**config.mk**
```make
export PLATFORM = sky130hd
export DESIGN_NAME = buf_ptr_top
export DESIGN_NICKNAME = d
export VERILOG_FILES = /design/src/rtl/buf_ptr_pkg.sv /design/src/rtl/buf_ptr_step.sv /design/src/rtl/buf_ptr_addr.sv /design/src/rtl/buf_ptr_top.sv
export SDC_FILE = /design/constraint.sdc
export NUM_CORES = 1
export LEC_CHECK = 0
export ABC_AREA = 1
export BUFFER_PORTS_ARGS = -buffer_cell sky130_fd_sc_hd__buf_2
export CAP_MARGIN = 20
export CORE_MARGIN = 2
export CORE_UTILIZATION = 45
export DETAILED_ROUTE_END_ITERATION = 16
export GPL_TIMING_DRIVEN = 0
export MAX_ROUTING_LAYER = met4
export PLACE_DENSITY = 0.82
export SETUP_SLACK_MARGIN = 0.02
export SLEW_MARGIN = 10
export SYNTH_ARGS = -nofsm -noshare
export SYNTH_HDL_FRONTEND = slang
export SYNTH_SLANG_ARGS = --single-unit
```
**constraint.sdc**
```tcl
create_clock -name clk -period 4 [get_ports clk]
set_input_delay 0.8 -clock clk [delete_from_list [all_inputs] [get_ports clk]]
set_output_delay 0.8 -clock clk [all_outputs]
set_load 0.02 [all_outputs]
```
**src/rtl/buf_ptr_pkg.sv**
```systemverilog
package buf_ptr_pkg;
  typedef enum logic [1:0] {
    SZ_BYTE  = 2'b00,
    SZ_WORD  = 2'b01,
    SZ_DWORD = 2'b10,
    SZ_RSVD  = 2'b11
  } acc_size_e;

  function automatic logic [2:0] step_of(input logic [1:0] sz);
    case (sz)
      SZ_BYTE: step_of = 3'd1;
      SZ_WORD: step_of = 3'd2;
      default: step_of = 3'd4;
    endcase
  endfunction
endpackage

```
**src/rtl/buf_ptr_step.sv**
```systemverilog
module buf_ptr_step
  import buf_ptr_pkg::*;
#(
  parameter int OFF_W = 11
) (
  input  logic [OFF_W-1:0] off_i,
  input  logic [1:0]       size_i,
  output logic [OFF_W-1:0] off_o
);
  logic [2:0] step;

  always_comb begin
    step  = step_of(size_i);
    off_o = off_i + OFF_W'(step);
  end
endmodule

```
**src/rtl/buf_ptr_addr.sv**
```systemverilog
module buf_ptr_addr #(
  parameter int PKT_W = 6,
  parameter int OFF_W = 11
) (
  input  logic                   rx_i,
  input  logic [PKT_W-1:0]       tx_pkt_i,
  input  logic [PKT_W-1:0]       rx_pkt_i,
  input  logic [OFF_W-1:0]       off_i,
  output logic [PKT_W+OFF_W-1:0] addr_o
);
  always_comb begin
    addr_o = {(rx_i ? rx_pkt_i : tx_pkt_i), off_i};
  end
endmodule

```
**src/rtl/buf_ptr_top.sv**
```systemverilog
module buf_ptr_top
  import buf_ptr_pkg::*;
#(
  parameter int PKT_W  = 6,
  parameter int OFF_W  = 11,
  parameter int DATA_W = 32
) (
  input  logic                   clk,
  input  logic                   rst_n,
  input  logic                   ptr_wr,
  input  logic [OFF_W-1:0]       ptr_off,
  input  logic                   ptr_rx,
  input  logic                   ptr_rd,
  input  logic                   ptr_auto,
  input  logic                   acc_valid,
  input  logic [1:0]             acc_size,
  input  logic [DATA_W-1:0]      acc_wdata,
  output logic                   acc_wait,
  output logic [DATA_W-1:0]      acc_rdata,
  input  logic [PKT_W-1:0]       tx_pkt,
  input  logic [PKT_W-1:0]       rx_pkt,
  output logic                   mem_req,
  output logic                   mem_we,
  output logic [PKT_W+OFF_W-1:0] mem_addr,
  output logic [1:0]             mem_size,
  output logic [DATA_W-1:0]      mem_wdata,
  input  logic                   mem_rvalid,
  input  logic [DATA_W-1:0]      mem_rdata
);
  localparam int ADDR_W = PKT_W + OFF_W;

  // reset: asserted asynchronously, released on the clock
  logic [1:0] rst_sync_q;
  logic       rst_s_n;

  always_ff @(posedge clk or negedge rst_n) begin
    if (!rst_n) rst_sync_q <= 2'b00;
    else        rst_sync_q <= {rst_sync_q[0], 1'b1};
  end
  assign rst_s_n = rst_sync_q[1];

  // state
  logic [OFF_W-1:0]  off_q, off_d;
  logic              rx_q, rx_d, rd_q, rd_d, auto_q, auto_d;
  logic              busy_q, busy_d;
  logic [DATA_W-1:0] dreg_q, dreg_d;
  logic              req_q, req_d, we_q, we_d;
  logic [ADDR_W-1:0] addr_q, addr_d;
  logic [1:0]        size_q, size_d;
  logic [DATA_W-1:0] wdata_q, wdata_d;

  logic [OFF_W-1:0]  off_inc;
  logic [ADDR_W-1:0] ld_addr, cur_addr, inc_addr;
  logic              accept;

  buf_ptr_step #(.OFF_W(OFF_W)) u_step (
    .off_i (off_q),
    .size_i(acc_size),
    .off_o (off_inc)
  );

  buf_ptr_addr #(.PKT_W(PKT_W), .OFF_W(OFF_W)) u_addr_ld (
    .rx_i(ptr_rx), .tx_pkt_i(tx_pkt), .rx_pkt_i(rx_pkt),
    .off_i(ptr_off), .addr_o(ld_addr)
  );

  buf_ptr_addr #(.PKT_W(PKT_W), .OFF_W(OFF_W)) u_addr_cur (
    .rx_i(rx_q), .tx_pkt_i(tx_pkt), .rx_pkt_i(rx_pkt),
    .off_i(off_q), .addr_o(cur_addr)
  );

  buf_ptr_addr #(.PKT_W(PKT_W), .OFF_W(OFF_W)) u_addr_inc (
    .rx_i(rx_q), .tx_pkt_i(tx_pkt), .rx_pkt_i(rx_pkt),
    .off_i(off_inc), .addr_o(inc_addr)
  );

  assign acc_wait = busy_q | ptr_wr;
  assign accept   = acc_valid & ~acc_wait;

  // next state
  always_comb begin
    off_d   = off_q;
    rx_d    = rx_q;
    rd_d    = rd_q;
    auto_d  = auto_q;
    busy_d  = busy_q;
    dreg_d  = dreg_q;
    req_d   = 1'b0;
    we_d    = we_q;
    addr_d  = addr_q;
    size_d  = size_q;
    wdata_d = wdata_q;

    if (mem_rvalid && busy_q) begin
      dreg_d = mem_rdata;
      busy_d = 1'b0;
    end

    if (ptr_wr) begin
      off_d  = ptr_off;
      rx_d   = ptr_rx;
      rd_d   = ptr_rd;
      auto_d = ptr_auto;
      if (ptr_rd) begin
        req_d  = 1'b1;
        we_d   = 1'b0;
        addr_d = ld_addr;
        size_d = SZ_DWORD;
        busy_d = 1'b1;
      end
    end else if (accept) begin
      if (auto_q) off_d = off_inc;
      if (rd_q) begin
        if (auto_q) begin
          req_d  = 1'b1;
          we_d   = 1'b0;
          addr_d = inc_addr;
          size_d = SZ_DWORD;
          busy_d = 1'b1;
        end
      end else begin
        req_d   = 1'b1;
        we_d    = 1'b1;
        addr_d  = cur_addr;
        size_d  = acc_size;
        wdata_d = acc_wdata;
      end
    end
  end

  // registers
  always_ff @(posedge clk or negedge rst_s_n) begin
    if (!rst_s_n) begin
      off_q   <= '0;
      rx_q    <= 1'b0;
      rd_q    <= 1'b0;
      auto_q  <= 1'b0;
      busy_q  <= 1'b0;
      dreg_q  <= '0;
      req_q   <= 1'b0;
      we_q    <= 1'b0;
      addr_q  <= '0;
      size_q  <= SZ_BYTE;
      wdata_q <= '0;
    end else begin
      off_q   <= off_d;
      rx_q    <= rx_d;
      rd_q    <= rd_d;
      auto_q  <= auto_d;
      busy_q  <= busy_d;
      dreg_q  <= dreg_d;
      req_q   <= req_d;
      we_q    <= we_d;
      addr_q  <= addr_d;
      size_q  <= size_d;
      wdata_q <= wdata_d;
    end
  end

  assign acc_rdata = dreg_q;
  assign mem_req   = req_q;
  assign mem_we    = we_q;
  assign mem_addr  = addr_q;
  assign mem_size  = size_q;
  assign mem_wdata = wdata_q;
endmodule

```
==> qor.txt <==
# DRC -> 0
Clock-pin slew on the worst setup and hold paths -> 110 ps
Pin count of the biggest net entering global routing -> 58
Most numerous cell on the critical path -> nand3_1
Maximum vdd drop -> 0.253 mV
Buf+Inv Stages, Crit Path -> 2
Flop2flop setup slack -> 2080 ps
Drt pass-1 iters -> 4
Max incr delay on CP -> 410 ps
Critical-path cell list -> buf_2 -> nor2_1 -> ha_1 -> inv_1 -> fa_1 -> o21ai_2 -> nand3_1 -> nand2_1 -> nand3_1 -> a21oi_1
Clock Tree Root -> clkbuf_8
Setup Fix Bufs, Post-CTS -> 0
Initial Util -> 45.6%
Detail Route Antenna Nets -> 0
CTS sink count -> 102
Tmin final -> 2210 ps
TritonCTS Buffers -> 9
RePlAce Congestion -> 0.875
Post-synthesis compound-gate area fraction -> 5.84%
DRT met1 WL -> 4.58 mm
Most common cell after layout, fill and taps aside -> buf_2
Seq/Total Area, Yosys -> 58.1%
Final-report hold violation count -> 0
Die height -> 103 um
Fin nets -> 751
Final cycle utilization of the critical path -> 55.2%
Mux cell area share after synthesis -> 9.56%
Slew at the pin with the worst max-slew slack -> 615 ps
Synth Area in XOR/XNOR -> 0.598%
Finished Cell Area -> 0.00571 mm2
Synth-to-layout area growth -> 29.9%
Total track usage -> 21.0%
LEAKAGE -> 0.00307 uW
First-pass GRT wire length -> 16.9 mm
CP delay by family, top -> adder cells
Worst R2R Start -> off_q[0]
# rows -> 36
CP max stage cell -> fa_1
Syn Area/Cell -> 9.64 um2
Top FF cell, synth -> dfrtp_1
Most frequent cells in the layout -> 194 x buf_2, 165 x nand2_1, 101 x dfrtp_1
Seq cells post-synth -> 102
Peak fanout along the critical path -> 7
Core area -> 0.00964 mm2
Top layer in use -> met4
Critical Path RT -> 4290 ps
Slew margin rel. -> 59.0%
Status -> complete, no violations
Die Wd -> 103 um
Final wirelength -> 10.8 mm
Setup tns final -> 0 ps
Hold WC Path Type -> in2async
Metal2 WL -> 5.39 mm
Clk Latency, worst-skew pair -> 360 ps
Vias per cell -> 4.87
Initial antenna violation count -> 0
Max_cap viols -> 0
Final HPWL DP -> 8.20 mm
Fmax -> 453 MHz
Antenna diodes -> 0
Adder-cell share of the synthesized area -> 1.31%
Synth Net Count -> 557
CTS tree -> yes
Grt total ovfl -> 0
Vias -> 3,834
Max Slew Vio Count -> 0
Synth Cell Area -> 0.00440 mm2
Die area -> 0.0106 mm2
Worst r2r dst -> mem_addr[8]
Yosys warns -> 0
Asr flop ratio synth -> 100%
Initial detailed-routing violation count -> 127
Vias in the first global route -> 3,729
Met3 wire len -> 757 um
H-tree Lvls -> 3
Most area-consuming cells after synthesis -> dfrtp_1 58%, nand2_1 14%, mux2_2 8.2%, nand3_1 2.5%, nor2_1 2.3%
RSZ-0062 raised after global routing -> no
Clock buffer depth -> 2
Setup CP Type -> in2reg
Clk_skew -> 16.4 ps
Netlist cell types -> 28
Post-synth EDFFs -> 0
Largest family of logic cells by synthesized area -> simple AND/OR/NAND/NOR gates
Synth Instances -> 456
Area leader, netlist -> dfrtp_1
Cts hold-fix bufs -> 0
Synth Area in Simple Gates -> 20.7%
Arrival @ worst endpoint -> 2500 ps
CTS resizes -> 0
Final setup viols -> 0
Post-synth top area share -> 58.1%
Power per cell area -> 507 mW/mm2
Total I/O pin count -> 183
Layout cells sized above 1 -> 39.2%
CP endpoint kind -> flip-flop
Placed cell areas -> 0.00550 mm2
WL/cell -> 13.8 um
I/O Buffers -> 182
Reg2reg path depth -> 8
Element type at the critical path start -> input port
-- state kept, by name, indices dropped and copies added, names as in the netlist --
| register | cells |
|---|---|
| mem_req | 1 |
| auto_q | 1 |
| rd_q | 1 |
| acc_rdata | 32 |
| rst_sync_q | 2 |
| busy_q | 1 |
| mem_size | 2 |
| mem_addr | 17 |
| mem_we | 1 |
| off_q | 11 |
| rx_q | 1 |
| mem_wdata | 32 |
-- cell usage after synthesis, types with 2 or more instances --
cell / instances
dfrtp_1: 102
inv_1: 20
buf_2: 12
buf_4: 2
nand3_1: 22
o21ai_0: 16
xor2_1: 3
nor2_1: 27
mux2_2: 32
inv_2: 4
o211ai_1: 6
nand2_1: 165
a21oi_1: 20
ha_1: 3
mux2i_1: 6
nand4_1: 3
nor2_2: 2
-- layer usage --
| layer | vias to the layer above | GRT usage [%] |
|---|---|---|
| met5 | - | - |
| met4 | 0 | 7.89 |
| met2 | 154 | 34.1 |
| met1 | 1812 | 26.6 |
| met3 | 9 | 3.59 |
| li1 | 1859 | - |
-- area by class of cell --
| type | count | area (um2) |
|---|---|---|
| flip-flops and latches | 102 | 2560 |
| clock inverters | 7 | 82.6 |
| clock buffers | 9 | 124 |
| inverters | 24 | 90.1 |
| plain buffers | 15 | 78.8 |
| repair buffers | 183 | 938 |
| multi-input cells | 315 | 1670 |
| fillers | 881 | 3930 |
| well taps | 133 | 166 |
-- stage by stage --
| step | setup WS [ps] | util (%) | cells | total power [uW] | hold slack, ps |
|---|---|---|---|---|---|
| after floorplan | 948 | - | 456 | 1900 | 331 |
| after global placement | -58.9 | 56.8 | 771 | 2200 | 338 |
| after detailed placement | 1430 | 57.1 | 772 | 2240 | 341 |
| after CTS | 1820 | 59.2 | 788 | 2920 | 177 |
| after global routing | 1580 | 59.2 | 788 | 3060 | 173 |
| final | 1790 | 59.2 | 788 | 2890 | 190 |
-- kinds of logic (layout without fill, tap and decap cells) --
kind of cell             count (synthesis)  after routing
AND/OR/NAND/NOR                        223            223
multiplexers                            38             38
adder cells (fa/ha/maj)                  4              4
flip-flops                             102            102
XOR/XNOR                                 3              3
buffers and inverters                   39            238
other                                    1              1
AO/OA/AOI/OAI                           46             46
-- worst reg2reg max path: cells and delay by family (launching register included) --
family / cells / cell delay [ps]
AOI/OAI and AO/OA: 2 / 510
and+or+nand+nor: 3 / 330
adders and majority gates: 2 / 580
DFF: 1 / 380
buffers and inverters: 1 / 50
-- worst max path at each step --
stage                   from           end  slack, ps  cells past startpoint
2_1_floorplan  rst_sync_q[1]  acc_rdata[0]        950                      0
3_3_place_gp   rst_sync_q[1]   mem_addr[7]        -60                      0
3_5_place_dp     acc_size[1]   mem_addr[8]       1430                     10
4_1_cts          acc_size[1]   mem_addr[8]       1820                     10
5_1_grt          acc_size[1]  mem_addr[10]       1580                     10
6_report         acc_size[1]   mem_addr[8]       1790                     10
-- power breakdown --
| part | internal, uW | switching, uW |
|---|---|---|
| Combinational | 318 | 534 |
| Clock | 298 | 381 |
| Sequential | 1240 | 127 |
| Total | 1850 | 1040 |
(Power assumes the default switching activity.)
